==> config.mk <==
export PLATFORM = sky130hd
export DESIGN_NAME = tcs_clock_synth
export DESIGN_NICKNAME = d
export VERILOG_FILES = /design/src/rtl/tcs_pkg.sv /design/src/rtl/tcs_cmd_hold.sv /design/src/rtl/tcs_const_mul.sv /design/src/rtl/tcs_code_to_inc.sv /design/src/rtl/tcs_phase_acc.sv /design/src/rtl/tcs_clock_synth.sv
export SDC_FILE = /design/constraint.sdc
export NUM_CORES = 1
export LEC_CHECK = 0
export BUFFER_PORTS_ARGS = -buffer_cell sky130_fd_sc_hd__buf_4
export CAP_MARGIN = 15
export CORE_MARGIN = 2
export CORE_UTILIZATION = 40
export DETAILED_ROUTE_END_ITERATION = 8
export GPL_ROUTABILITY_DRIVEN = 0
export PLACE_DENSITY = 0.52
export REMOVE_ABC_BUFFERS = 1
export SLEW_MARGIN = 5
export SYNTH_ARGS = -nofsm -noshare
export SYNTH_HDL_FRONTEND = slang
export SYNTH_SLANG_ARGS = --single-unit
==> constraint.sdc <==
create_clock -name clk -period 16.09 [get_ports clk]
set_clock_uncertainty 0.1 [all_clocks]
set_input_delay 3.218 -clock clk [delete_from_list [all_inputs] [get_ports clk]]
set_output_delay 3.218 -clock clk [all_outputs]
set_load 0.1 [all_outputs]
==> src/rtl/tcs_pkg.sv <==
package tcs_pkg;

   typedef enum logic [1:0] {
      TCS_STOPPED  = 2'd0,
      TCS_RUNNING  = 2'd1,
      TCS_ADAPTIVE = 2'd2
   } tcs_mode_e;

   // Phase step per unit of code, scaled up by 2^frac, rounded to nearest.
   function automatic logic [63:0] tcs_step_const(input longint unsigned unit_hz,
                                                  input longint unsigned ref_hz,
                                                  input int             scale_bits);
      logic [63:0] num;
      num = (64'd1 << scale_bits) * unit_hz;
      return (num + (ref_hz / 2)) / ref_hz;
   endfunction

endpackage

==> src/rtl/tcs_cmd_hold.sv <==
module tcs_cmd_hold #(
   parameter int CODE_W = 16
) (
   input  logic              clk,
   input  logic              rst_n,
   input  logic              cmd_valid,
   input  logic              cmd_hi_range,
   input  logic [CODE_W-1:0] cmd_code,
   input  logic              take,
   output logic              pend_valid,
   output logic              pend_hi_range,
   output logic [CODE_W-1:0] pend_code
);

   // Latest command waits here until the oscillator accepts it.
   always_ff @(posedge clk or negedge rst_n) begin
      if (!rst_n) begin
         pend_valid    <= 1'b0;
         pend_hi_range <= 1'b0;
         pend_code     <= '0;
      end else if (cmd_valid) begin
         pend_valid    <= 1'b1;
         pend_hi_range <= cmd_hi_range;
         pend_code     <= cmd_code;
      end else if (take) begin
         pend_valid    <= 1'b0;
      end
   end

endmodule

==> src/rtl/tcs_const_mul.sv <==
module tcs_const_mul #(
   parameter int          IN_W  = 16,
   parameter int          OUT_W = 49,
   parameter logic [63:0] K     = 64'd1
) (
   input  logic [IN_W-1:0]  a,
   output logic [OUT_W-1:0] p
);

   // Multiply by a constant: one shifted copy of the input per set bit of K.
   logic [OUT_W-1:0] sum;

   always_comb begin
      sum = '0;
      for (int i = 0; i < 64; i++) begin
         if (K[i]) sum = sum + (OUT_W'(a) << i);
      end
   end

   assign p = sum;

endmodule

==> src/rtl/tcs_code_to_inc.sv <==
module tcs_code_to_inc
   import tcs_pkg::*;
#(
   parameter int REF_HZ  = 50_000_000,
   parameter int CODE_W  = 16,
   parameter int ACC_W   = 32,
   parameter int FRAC    = 16,
   parameter int MAX_KHZ = 12_500
) (
   input  logic              hi_range,
   input  logic [CODE_W-1:0] code,
   output logic [ACC_W-1:0]  inc,
   output logic              is_zero,
   output logic              clamp
);

   localparam logic [63:0] K_LO   = tcs_step_const(64'd1,    64'(REF_HZ), ACC_W + FRAC);
   localparam logic [63:0] K_HI   = tcs_step_const(64'd1000, 64'(REF_HZ), ACC_W + FRAC);
   localparam int          KW     = $clog2(K_HI + 64'd1);
   localparam int          PROD_W = CODE_W + KW;
   localparam logic [CODE_W-1:0] CODE_MAX = CODE_W'(MAX_KHZ);

   logic [CODE_W-1:0] code_eff;
   logic [PROD_W-1:0] prod [2];

   assign clamp    = hi_range && (code > CODE_MAX);
   assign is_zero  = (code == '0);
   assign code_eff = clamp ? CODE_MAX : code;

   // One constant-multiplier per range: index 0 = Hz units, 1 = kHz units.
   for (genvar r = 0; r < 2; r++) begin : g_scale
      tcs_const_mul #(
         .IN_W  (CODE_W),
         .OUT_W (PROD_W),
         .K     ((r == 1) ? K_HI : K_LO)
      ) u_mul (
         .a (code_eff),
         .p (prod[r])
      );
   end

   assign inc = ACC_W'(prod[hi_range] >> FRAC);

endmodule

==> src/rtl/tcs_phase_acc.sv <==
module tcs_phase_acc
   import tcs_pkg::*;
#(
   parameter int ACC_W = 32
) (
   input  logic             clk,
   input  logic             rst_n,
   input  logic             ld_valid,
   input  logic [ACC_W-1:0] ld_inc,
   input  logic             ld_zero,
   input  logic             ld_clamp,
   output logic             take,
   output logic             tck,
   output logic             tck_rise,
   output logic             tck_fall,
   output logic             adaptive,
   output logic             clamped,
   output logic [ACC_W-1:0] inc_active
);

   localparam int MSB = ACC_W - 1;

   tcs_mode_e        mode_q;
   logic [ACC_W-1:0] acc_q;
   logic [ACC_W-1:0] acc_sum;
   logic [ACC_W-1:0] acc_next;
   logic             running;
   logic             wrap;

   assign running = (mode_q == TCS_RUNNING);
   assign acc_sum = acc_q + inc_active;
   assign wrap    = running && acc_q[MSB] && !acc_sum[MSB];
   assign take    = ld_valid && (!running || wrap);

   always_comb begin
      acc_next = acc_q;
      if (take && ld_zero) acc_next = '0;
      else if (running)    acc_next = acc_sum;
   end

   always_ff @(posedge clk or negedge rst_n) begin
      if (!rst_n) begin
         mode_q     <= TCS_STOPPED;
         acc_q      <= '0;
         inc_active <= '0;
         clamped    <= 1'b0;
         tck_rise   <= 1'b0;
         tck_fall   <= 1'b0;
      end else begin
         acc_q    <= acc_next;
         tck_rise <= acc_next[MSB] && !acc_q[MSB];
         tck_fall <= !acc_next[MSB] && acc_q[MSB];
         if (take) begin
            inc_active <= ld_inc;
            clamped    <= ld_clamp;
            mode_q     <= ld_zero ? TCS_ADAPTIVE : TCS_RUNNING;
         end
      end
   end

   assign tck      = acc_q[MSB];
   assign adaptive = (mode_q == TCS_ADAPTIVE);

endmodule

==> src/rtl/tcs_clock_synth.sv <==
module tcs_clock_synth #(
   parameter int REF_HZ  = 50_000_000,
   parameter int CODE_W  = 16,
   parameter int ACC_W   = 32,
   parameter int FRAC    = 16,
   parameter int MAX_KHZ = 12_500
) (
   input  logic              clk,
   input  logic              rst_n,
   input  logic              cmd_valid,
   input  logic              cmd_hi_range,
   input  logic [CODE_W-1:0] cmd_code,
   output logic              tck,
   output logic              tck_rise,
   output logic              tck_fall,
   output logic              adaptive,
   output logic              clamped
);

   // Elaboration-time parameter checks.
   if (ACC_W + FRAC > 52) begin : g_bad_scale
      $error("ACC_W + FRAC must not exceed 52");
   end
   if (ACC_W < 8 || CODE_W < 2) begin : g_bad_width
      $error("ACC_W must be at least 8 and CODE_W at least 2");
   end
   if (longint'(MAX_KHZ) * 2000 > longint'(REF_HZ) || MAX_KHZ < 1) begin : g_bad_max
      $error("MAX_KHZ must be positive and at most half the reference");
   end
   if (longint'(MAX_KHZ) >= (longint'(1) << CODE_W)) begin : g_bad_code
      $error("MAX_KHZ must fit in the code field");
   end

   logic              pend_valid;
   logic              pend_hi_range;
   logic [CODE_W-1:0] pend_code;
   logic              take;
   logic [ACC_W-1:0]  ld_inc;
   logic              ld_zero;
   logic              ld_clamp;
   logic [ACC_W-1:0]  inc_active;

   tcs_cmd_hold #(.CODE_W(CODE_W)) u_hold (
      .clk           (clk),
      .rst_n         (rst_n),
      .cmd_valid     (cmd_valid),
      .cmd_hi_range  (cmd_hi_range),
      .cmd_code      (cmd_code),
      .take          (take),
      .pend_valid    (pend_valid),
      .pend_hi_range (pend_hi_range),
      .pend_code     (pend_code)
   );

   tcs_code_to_inc #(
      .REF_HZ  (REF_HZ),
      .CODE_W  (CODE_W),
      .ACC_W   (ACC_W),
      .FRAC    (FRAC),
      .MAX_KHZ (MAX_KHZ)
   ) u_conv (
      .hi_range (pend_hi_range),
      .code     (pend_code),
      .inc      (ld_inc),
      .is_zero  (ld_zero),
      .clamp    (ld_clamp)
   );

   tcs_phase_acc #(.ACC_W(ACC_W)) u_acc (
      .clk        (clk),
      .rst_n      (rst_n),
      .ld_valid   (pend_valid),
      .ld_inc     (ld_inc),
      .ld_zero    (ld_zero),
      .ld_clamp   (ld_clamp),
      .take       (take),
      .tck        (tck),
      .tck_rise   (tck_rise),
      .tck_fall   (tck_fall),
      .adaptive   (adaptive),
      .clamped    (clamped),
      .inc_active (inc_active)
   );

endmodule

-- Word-level counts from Yosys, hierarchy flattened
Index checks and enable logic that the tools add are counted.
Widths: inputs -> output; s select.
- add/sub/neg operators: 29
- reductions and logical operators: 15
- eq/ne operators: 2
- order comparisons: 2
- bitwise operators: 1
- multiplexer cells: 9
- operators by type and width (cell ; count):
    $mux 48 ; 3
    $mux 32 ; 2
    $add 48x30->48 ; 1
    $add 48x31->48 ; 1
    $add 48x32->48 ; 1
    $add 48x34->48 ; 1
    $add 48x35->48 ; 1
    $add 48x36->48 ; 1
    $add 48x38->48 ; 1
    $add 48x39->48 ; 1
    $add 48x40->48 ; 1
    $add 48x41->48 ; 1
    $add 48x42->48 ; 1
    $add 48x43->48 ; 1
    $add 48x46->48 ; 1
    $add 48x48->48 ; 1
    $add 33x33->34 ; 1
    $add 31x32->33 ; 1
    $add 32x32->32 ; 1
    $add 29x30->31 ; 1
    $add 27x29->30 ; 1
    $add 28x28->29 ; 1
    $add 24x27->28 ; 1
    $add 26x26->27 ; 1
    other kinds (20) ; 31
- input port bits: 20
- register bits: 87
- logic and storage cells: 68
- output and inout bits: 5

-- Depth between registers and ports, before layout
Gate-level depths: netlist of run 1.
- word-level depth: 22
- gate-level depth with buffers: 46
- mapped depth without buffers: 45

-- Cells and area by module
From an unflattened synthesis of run 1, not the netlist that was laid out.
- cells, all modules: 1960
- area total of the unflattened synthesis: 19697.6 um^2
- modules (own cells, without submodules) (module ; seq. area each (um^2) ; times used ; area each (um^2) ; cells an instance):
    tcs_const_mul (u_conv.g_scale[1].u_mul) ; 0.0 ; 1 ; 7838.8 ; 768
    tcs_const_mul (u_conv.g_scale[0].u_mul) ; 0.0 ; 1 ; 5982.0 ; 635
    tcs_phase_acc ; 1726.7 ; 1 ; 4543.1 ; 448
    tcs_cmd_hold ; 450.4 ; 1 ; 719.4 ; 39
    tcs_code_to_inc ; 0.0 ; 1 ; 614.3 ; 70

-- Worst setup path after synthesis of run 1
Ideal clock, no wire load.
- kind: register to register
- start: register u_hold.pend_code[5]
- end: register u_acc.inc_active[23]
- slack: 4.483 ns
- period minus slack after synthesis: 11.607 ns
- stages on the path, launching flop included: 42
- arrival: 11.364 ns
- required time: 15.848 ns
- buffers on the path: 2
- library setup time: 0.142 ns
- path through: dfrtp_1 > buf_6 > or4_4 > or4_4 > a21o_1 > nand2_1 > clkbuf_1 > nand2_1 > inv_1 > fa_1 > fa_1 > inv_1 > fa_1 > inv_1 > fa_1 > ha_1 > a21o_1 > a21oi_1 > [... 6 more ...] > xor2_1 > fa_1 > fa_1 > inv_1 > fa_1 > inv_1 > fa_1 > inv_1 > ha_1 > nand2_1 > o21bai_1 > o32ai_1 > o41ai_1 > o21ai_0 > o41ai_1 > nor2_1 > a2111oi_0 > o22ai_1
- cells in the longest elaborated chain, start to end: 22
- elaborated cells on any way between the ends: 34
- those cells by class: 28 x add/sub; 1 x order compare; 4 x mux; 1 x reduce/logical
- ends and longest elaborated chain (what ; RTL line ; text):
    start, declared ; tcs_cmd_hold.sv:12 ; output logic [CODE_W-1:0] pend_code
    start signal, assigned ; tcs_cmd_hold.sv:24 ; pend_code <= cmd_code;
    $gt 16x14->1 ; tcs_code_to_inc.sv:26 ; assign clamp = hi_range && (code > CODE_MAX);
    $logic_and 1x1->1 ; tcs_code_to_inc.sv:26 ;
    $mux 16 * ; tcs_code_to_inc.sv:28 ; assign code_eff = clamp ? CODE_MAX : code;
    $add 17x18->19 ; tcs_const_mul.sv:16 ; if (K[i]) sum = sum + (OUT_W'(a) << i);
    $add 19x19->20 ; tcs_const_mul.sv:16 ;
    $add 20x23->24 ; tcs_const_mul.sv:16 ;
    $add 24x27->28 ; tcs_const_mul.sv:16 ;
    $add 28x28->29 ; tcs_const_mul.sv:16 ;
    [... 4 more ...] ; n/a ;
    $add 48x39->48 ; tcs_const_mul.sv:16 ;
    $add 48x40->48 ; tcs_const_mul.sv:16 ;
    $add 48x41->48 ; tcs_const_mul.sv:16 ;
    $add 48x42->48 ; tcs_const_mul.sv:16 ;
    $add 48x43->48 ; tcs_const_mul.sv:16 ;
    $add 48x46->48 ; tcs_const_mul.sv:16 ;
    $add 48x48->48 ; tcs_const_mul.sv:16 ;
    $mux 48 (not written as such) * (3 in a row) ; tcs_code_to_inc.sv:42 ; assign inc = ACC_W'(prod[hi_range] >> FRAC);
    end signal, assigned ; tcs_phase_acc.sv:54 ; inc_active <= ld_inc;
    end, declared ; tcs_phase_acc.sv:18 ; output logic [ACC_W-1:0] inc_active
Mark *: on every way between the ends. The rest lies on a longest branch, timed or not. The select of a mux whose other input is x is not followed.
A chain may end at the register's enable or synchronous reset.

-- Final worst setup path of run 1
- start: register u_hold.pend_code[3]
- end: register u_acc.inc_active[23]
The elaborated chain is that of the path after synthesis.

==> flow_summary.json, run 1 <==
{
  "grt_use_met2_pct": 36.2,
  "grt_overflow": 0,
  "numClockSinks": 87,
  "layout_common_cells": "ha_1 (322), inv_1 (300), fa_1 (220)",
  "final_nets": 2497,
  "place_inst": 2516,
  "wl_per_cell_um": 19.8,
  "required_ns": 16.22,
  "yosysWarnings": 0,
  "fmax_mhz": 76.1,
  "cts_made_buffers": 9,
  "period_needed_ns": 13.14,
  "grt_use_met3_pct": 2.59,
  "syn_area_mm2": 0.0178,
  "grt_usage_pct": 22.4,
  "holdWs_ns": 0.402,
  "ys_ff_latch": 87,
  "firstDrtPassIters": 5,
  "row_count": 77,
  "setup_viol": 0,
  "status": "completed",
  "yosysSeqAreaShare_pct": 12.2,
  "die_area_mm2": 0.0462,
  "initial_core_util_pct": 40.4,
  "crit_type": "flop to flop",
  "ant_nets": 0,
  "synth_cell_types": 74,
  "max_slew_margin_pct": 34.4,
  "drt_first_iter_violations": 891,
  "seqCellArea_mm2": 0.00218,
  "crit_buf_inv": 8,
  "period_share_pct": 81.7,
  "rsz0062_at_grt": "false",
  "crit_fanout": 18,
  "fin_tns_setup_ns": 0,
  "grt_pass1_wl_mm": 79.8,
  "path_clk_slew_ns": 0.06,
  "arrival_ns": 13.27,
  "dp_hpwl_mm": 41.5,
  "dr_total_vias": 13400,
  "first_global_vias": 13900,
  "synthArstFlopShare_pct": 100,
  "multi_input_area_mm2": 0.0143,
  "drive_gt1_share_pct": 5.98,
  "ys.flop_type": "dfrtp_1",
  "max_stage_delay_ns": 0.67,
  "insertion_delay_ns": 0.37,
  "cts_tree": "built",
  "grt_util_met1_pct": 31.7,
  "cp_slowest_cell": "dfrtp_1",
  "clockRootBuffer": "clkbuf_16",
  "grt_busiest_layer": "met2",
  "grt_max_degree": 63,
  "syn_inst": 1920,
  "routed_wl_mm": 50.0,
  "syn_to_final_growth_pct": 6.96,
  "io-pin-count": 25,
  "core_area_mm2": 0.0440,
  "post_drt_via_cell_ratio": 5.30,
  "hold_path_class": "flop to flop",
  "maxCapViolCount": 0,
  "final_cell_count_no_fill": 2532,
  "cts_setup_buffers": 0,
  "worst_path_most_repeated_cell": "fa_1",
  "layout_commonest_cell": "ha_1",
  "critPathLaunchType": "flop",
  "htree_num_levels": 3,
  "fillers": 4350,
  "cts_hold_buf": 0,
  "antenna_found_initial": 2,
  "cp-end-kind": "flop",
  "drt_drc_violations_left": 0,
  "syn_area_per_cell_um2": 9.26,
  "drv_slew": 0,
  "hold_viol_final": 0,
  "die_h_um": 215,
  "clock_path_buffers": 2,
  "post_cts_resized": 0,
  "worstMarginPinSlew_ns": 0.982,
  "port_buffers": 24,
  "critical_path.top_delay_family": "adder cells",
  "die_w_um": 215,
  "antenna_cells": 0,
  "synth_edf_count": 0
}
[sequential cells by signal, indices dropped and copies added, names as in the netlist]
register              flops
u_hold.pend_valid         1
u_acc.mode_q              2
u_acc.clamped             1
u_hold.pend_hi_range      1
u_acc.tck_fall            1
u_acc.acc_q              32
u_acc.inc_active         32
u_hold.pend_code         16
u_acc.tck_rise            1
[metrics by stage]
step | util [%] | setup slack, ns | area, um2
floorplan | - | 4.42 | 17600
global placement | 42.5 | 3.31 | 18700
detailed placement | 42.5 | 3.00 | 18700
CTS | 43.2 | 2.95 | 19000
global route | 43.2 | 2.16 | 19000
finish | 43.2 | 2.95 | 19000
[synth_stat cells (all sizes together) (5+ instances only)]
master  count  area [um2]
a211o       7        61.3
a211oi     12         100
a21o       69         518
a21oi     149         746
a31oi       9        56.3
and2        6        37.5
and3       12        75.1
buf        12        55.1
clkbuf     37         139
dfrtp      87        2180
fa        220        4400
ha        322        4030
inv       300        1130
maj3        6        62.6
mux2       19         214
nand2     106         398
nand2b     12        75.1
nand3      32         160
nand4       6        37.5
nor2      126         473
nor2b       9        56.3
nor3       20         100
nor4        5        31.3
o211ai     17         128
o21a       16         128
o21ai      66         330
o21bai     15         113
o22ai      11        68.8
o41ai       5        43.8
or2         8        50.1
or3         5        31.3
xnor2      92         806
xor2       46         403
[worst paths after layout]
check	depth (start not counted)	end	slack (ns)	start
setup / recovery	40	u_acc.inc_active[23]	2.95	u_hold.pend_code[3]
hold / removal	2	u_acc.acc_q[25]	0.40	u_acc.acc_q[25]
setup reg to reg	40	u_acc.inc_active[23]	2.95	u_hold.pend_code[3]
hold reg to reg	2	u_acc.acc_q[25]	0.40	u_acc.acc_q[25]
max in group asynchronous	2	u_hold.pend_code[10]	12.08	rst_n
min in group asynchronous	1	u_acc.tck_rise	2.66	rst_n
[metal layers]
layer  vias up  routed length (um)
met4         2                1070
met2       308               22600
met3        58                2490
met5         -                  10
met1      6540               23800
li1       6499                   -
[worst reg2reg max path: cells and delay by family, from the launching register on]
| kind | cells | cell delay, ns |
|---|---|---|
| compound gates | 15 | 3.68 |
| xor+xnor | 1 | 0.27 |
| fa+ha+maj | 10 | 4.89 |
| buf+inv | 8 | 1.04 |
| flops | 1 | 0.67 |
| simple gates | 6 | 2.37 |
[kinds of logic (layout without fill, tap and decap cells)]
group | Yosys count | in the layout | synth area share, %
buf+inv | 350 | 370 | 7.44
flops | 87 | 87 | 12.2
xor+xnor | 139 | 139 | 6.93
compound gates | 420 | 420 | 15.3
fa+ha+maj | 548 | 548 | 47.8
simple gates | 354 | 354 | 8.93
mux | 22 | 22 | 1.37
[area by class of cell]
type / count / area share, %
Multi-Input combinational cell: 1483 / 75.1
Sequential cell: 87 / 11.4
Inverter: 301 / 5.94
Tap cell: 592 / 3.89
Timing Repair Buffer: 53 / 2.09
Clock buffer: 11 / 1.22
Clock inverter: 5 / 0.303
Power of run 1 is left out: the tool's default activity adds up to more than one toggle a clock period on the data nets, which glitch-free logic cannot reach.
==> inputs of run 2 (changes only) <==
--- a/config.mk
+++ b/config.mk
@@ -11,7 +11,7 @@
 export CORE_UTILIZATION = 40
 export DETAILED_ROUTE_END_ITERATION = 8
 export GPL_ROUTABILITY_DRIVEN = 0
-export PLACE_DENSITY = 0.52
+export PLACE_DENSITY = 0.54
 export REMOVE_ABC_BUFFERS = 1
 export SLEW_MARGIN = 5
 export SYNTH_ARGS = -nofsm -noshare
==> constraint.sdc (replaced) <==
create_clock -name clk -period 10.7 [get_ports clk]
set_clock_uncertainty 0.1 [all_clocks]
set_input_delay 2.14 -clock clk [delete_from_list [all_inputs] [get_ports clk]]
set_output_delay 2.14 -clock clk [all_outputs]
set_load 0.1 [all_outputs]
==> flow_summary.json, run 2 (same netlist as run 1, synthesis figures left out) <==
{
  "crit_fanout": 4,
  "max_slew_margin_pct": 38.1,
  "crit_type": "flop to flop",
  "drive_gt1_share_pct": 17.9,
  "initial_core_util_pct": 40.4,
  "worst_path_most_repeated_cell": "fa_1",
  "max_stage_delay_ns": 0.59,
  "grt_max_degree": 61,
  "grt_usage_pct": 22.2,
  "setup_viol": 0,
  "setup_slack_ns": 0.0927,
  "drv_slew": 0,
  "fillers": 4214,
  "wl_per_cell_um": 18.7,
  "cts_tree": "built",
  "port_buffers": 24,
  "worstMarginPinSlew_ns": 0.927,
  "period_needed_ns": 10.61,
  "row_count": 77,
  "arrival_ns": 10.73,
  "final_nets": 2670,
  "post_dp_cell_area_mm2": 0.0199,
  "dp_slack_ns": -0.318,
  "hold_viol_final": 0,
  "io-pin-count": 25,
  "syn_to_final_growth_pct": 17.5,
  "maxCapViolCount": 0,
  "antenna_cells": 0,
  "htree_num_levels": 3,
  "firstDrtPassIters": 5,
  "dr_total_vias": 14100,
  "hold_path_class": "flop to flop",
  "clockRootBuffer": "clkbuf_16",
  "first_global_vias": 14400,
  "status": "completed",
  "die_w_um": 215,
  "rsz0062_at_grt": "true",
  "multi_input_area_mm2": 0.0148,
  "fin_tns_setup_ns": 0,
  "top_regs": "u_acc.acc_q: 32 flops, u_acc.inc_active: 32 flops, u_hold.pend_code: 16 flops",
  "fmax_mhz": 94.3,
  "required_ns": 10.83,
  "layout_commonest_cell": "ha_1",
  "insertion_delay_ns": 0.37,
  "routed_wl_mm": 50.5,
  "drt_first_iter_violations": 746,
  "path_clk_slew_ns": 0.07,
  "period_share_pct": 99.1,
  "clock_path_buffers": 2,
  "grt_pass1_wl_mm": 80.6,
  "post_drt_via_cell_ratio": 5.23,
  "cp_slowest_cell": "fa_2",
  "antenna_found_initial": 0,
  "layout_common_cells": "ha_1 (305), inv_1 (288), buf_4 (222)",
  "stdcell_area_mm2": 0.0209,
  "seqCellArea_mm2": 0.00218,
  "drt_drc_violations_left": 0,
  "rrSetupSlack_ns": 0.09,
  "die_area_mm2": 0.0462,
  "die_h_um": 215,
  "critPathLaunchType": "flop",
  "cts_made_buffers": 9,
  "core_area_mm2": 0.0440,
  "ant_nets": 0,
  "grt_overflow": 0,
  "dp_hpwl_mm": 42.0,
  "post-route-util_pct": 47.5,
  "cp-end-kind": "flop",
  "numClockSinks": 87
}
==> run 2: layout make-up <==
cell class / count / area share (%)
inverters: 301 / 5.42
multi-input cells: 1483 / 70.9
well taps: 592 / 3.55
repair buffers: 226 / 8.19
clock inverters: 7 / 0.461
clock buffers: 9 / 1.08
flip-flops and latches: 87 / 10.4
==> run 2: worst max-delay path, delay by kind of cell (launching register included) <==
family / cells / cell delay, ns
simple gates: 7 / 1.78
compound gates: 14 / 2.96
fa+ha+maj: 10 / 4.38
flops: 1 / 0.38
buf+inv: 4 / 0.40
xor+xnor: 3 / 0.45
==> run 2: routing by layer <==
metal | part of all wire [%] | global-route usage, % | up-vias
met3 | 4.0 | 2.29 | 62
met5 | 0 | 0 | -
met4 | 2.4 | 5.88 | 0
li1 | - | - | 6860
met1 | 47 | 31.0 | 6948
met2 | 47 | 36.8 | 264
==> run 2: final timing paths <==
check | cells past startpoint | endpoint | from
max | 38 | u_acc.inc_active[29] | u_hold.pend_code[0]
min | 2 | u_acc.acc_q[28] | u_acc.acc_q[28]
max reg2reg | 38 | u_acc.inc_active[29] | u_hold.pend_code[0]
min reg2reg | 2 | u_acc.acc_q[28] | u_acc.acc_q[28]
max in group asynchronous | 2 | u_hold.pend_code[11] | rst_n
min in group asynchronous | 1 | u_acc.acc_q[31] | rst_n
==> run 2: stage by stage <==
| step | hold slack (ns) | instances |
|---|---|---|
| finish | 0.397 | 2705 |
| global route | 0.425 | 2705 |
| CTS | 0.403 | 2689 |
| detailed placement | 0.385 | 2668 |
| global placement | 0.371 | 2668 |
| floorplan | 0.354 | 1871 |
==> run 2: timing repair <==
item | in CTS | in global routing
pin swaps | 20 | 100
buffers inserted | 5 | 16
resized for setup | 22 | 93
endpoints found under the setup margin | 12 | 19
hold buffers | 0 | 0
Power of run 2 is left out for the same reason.
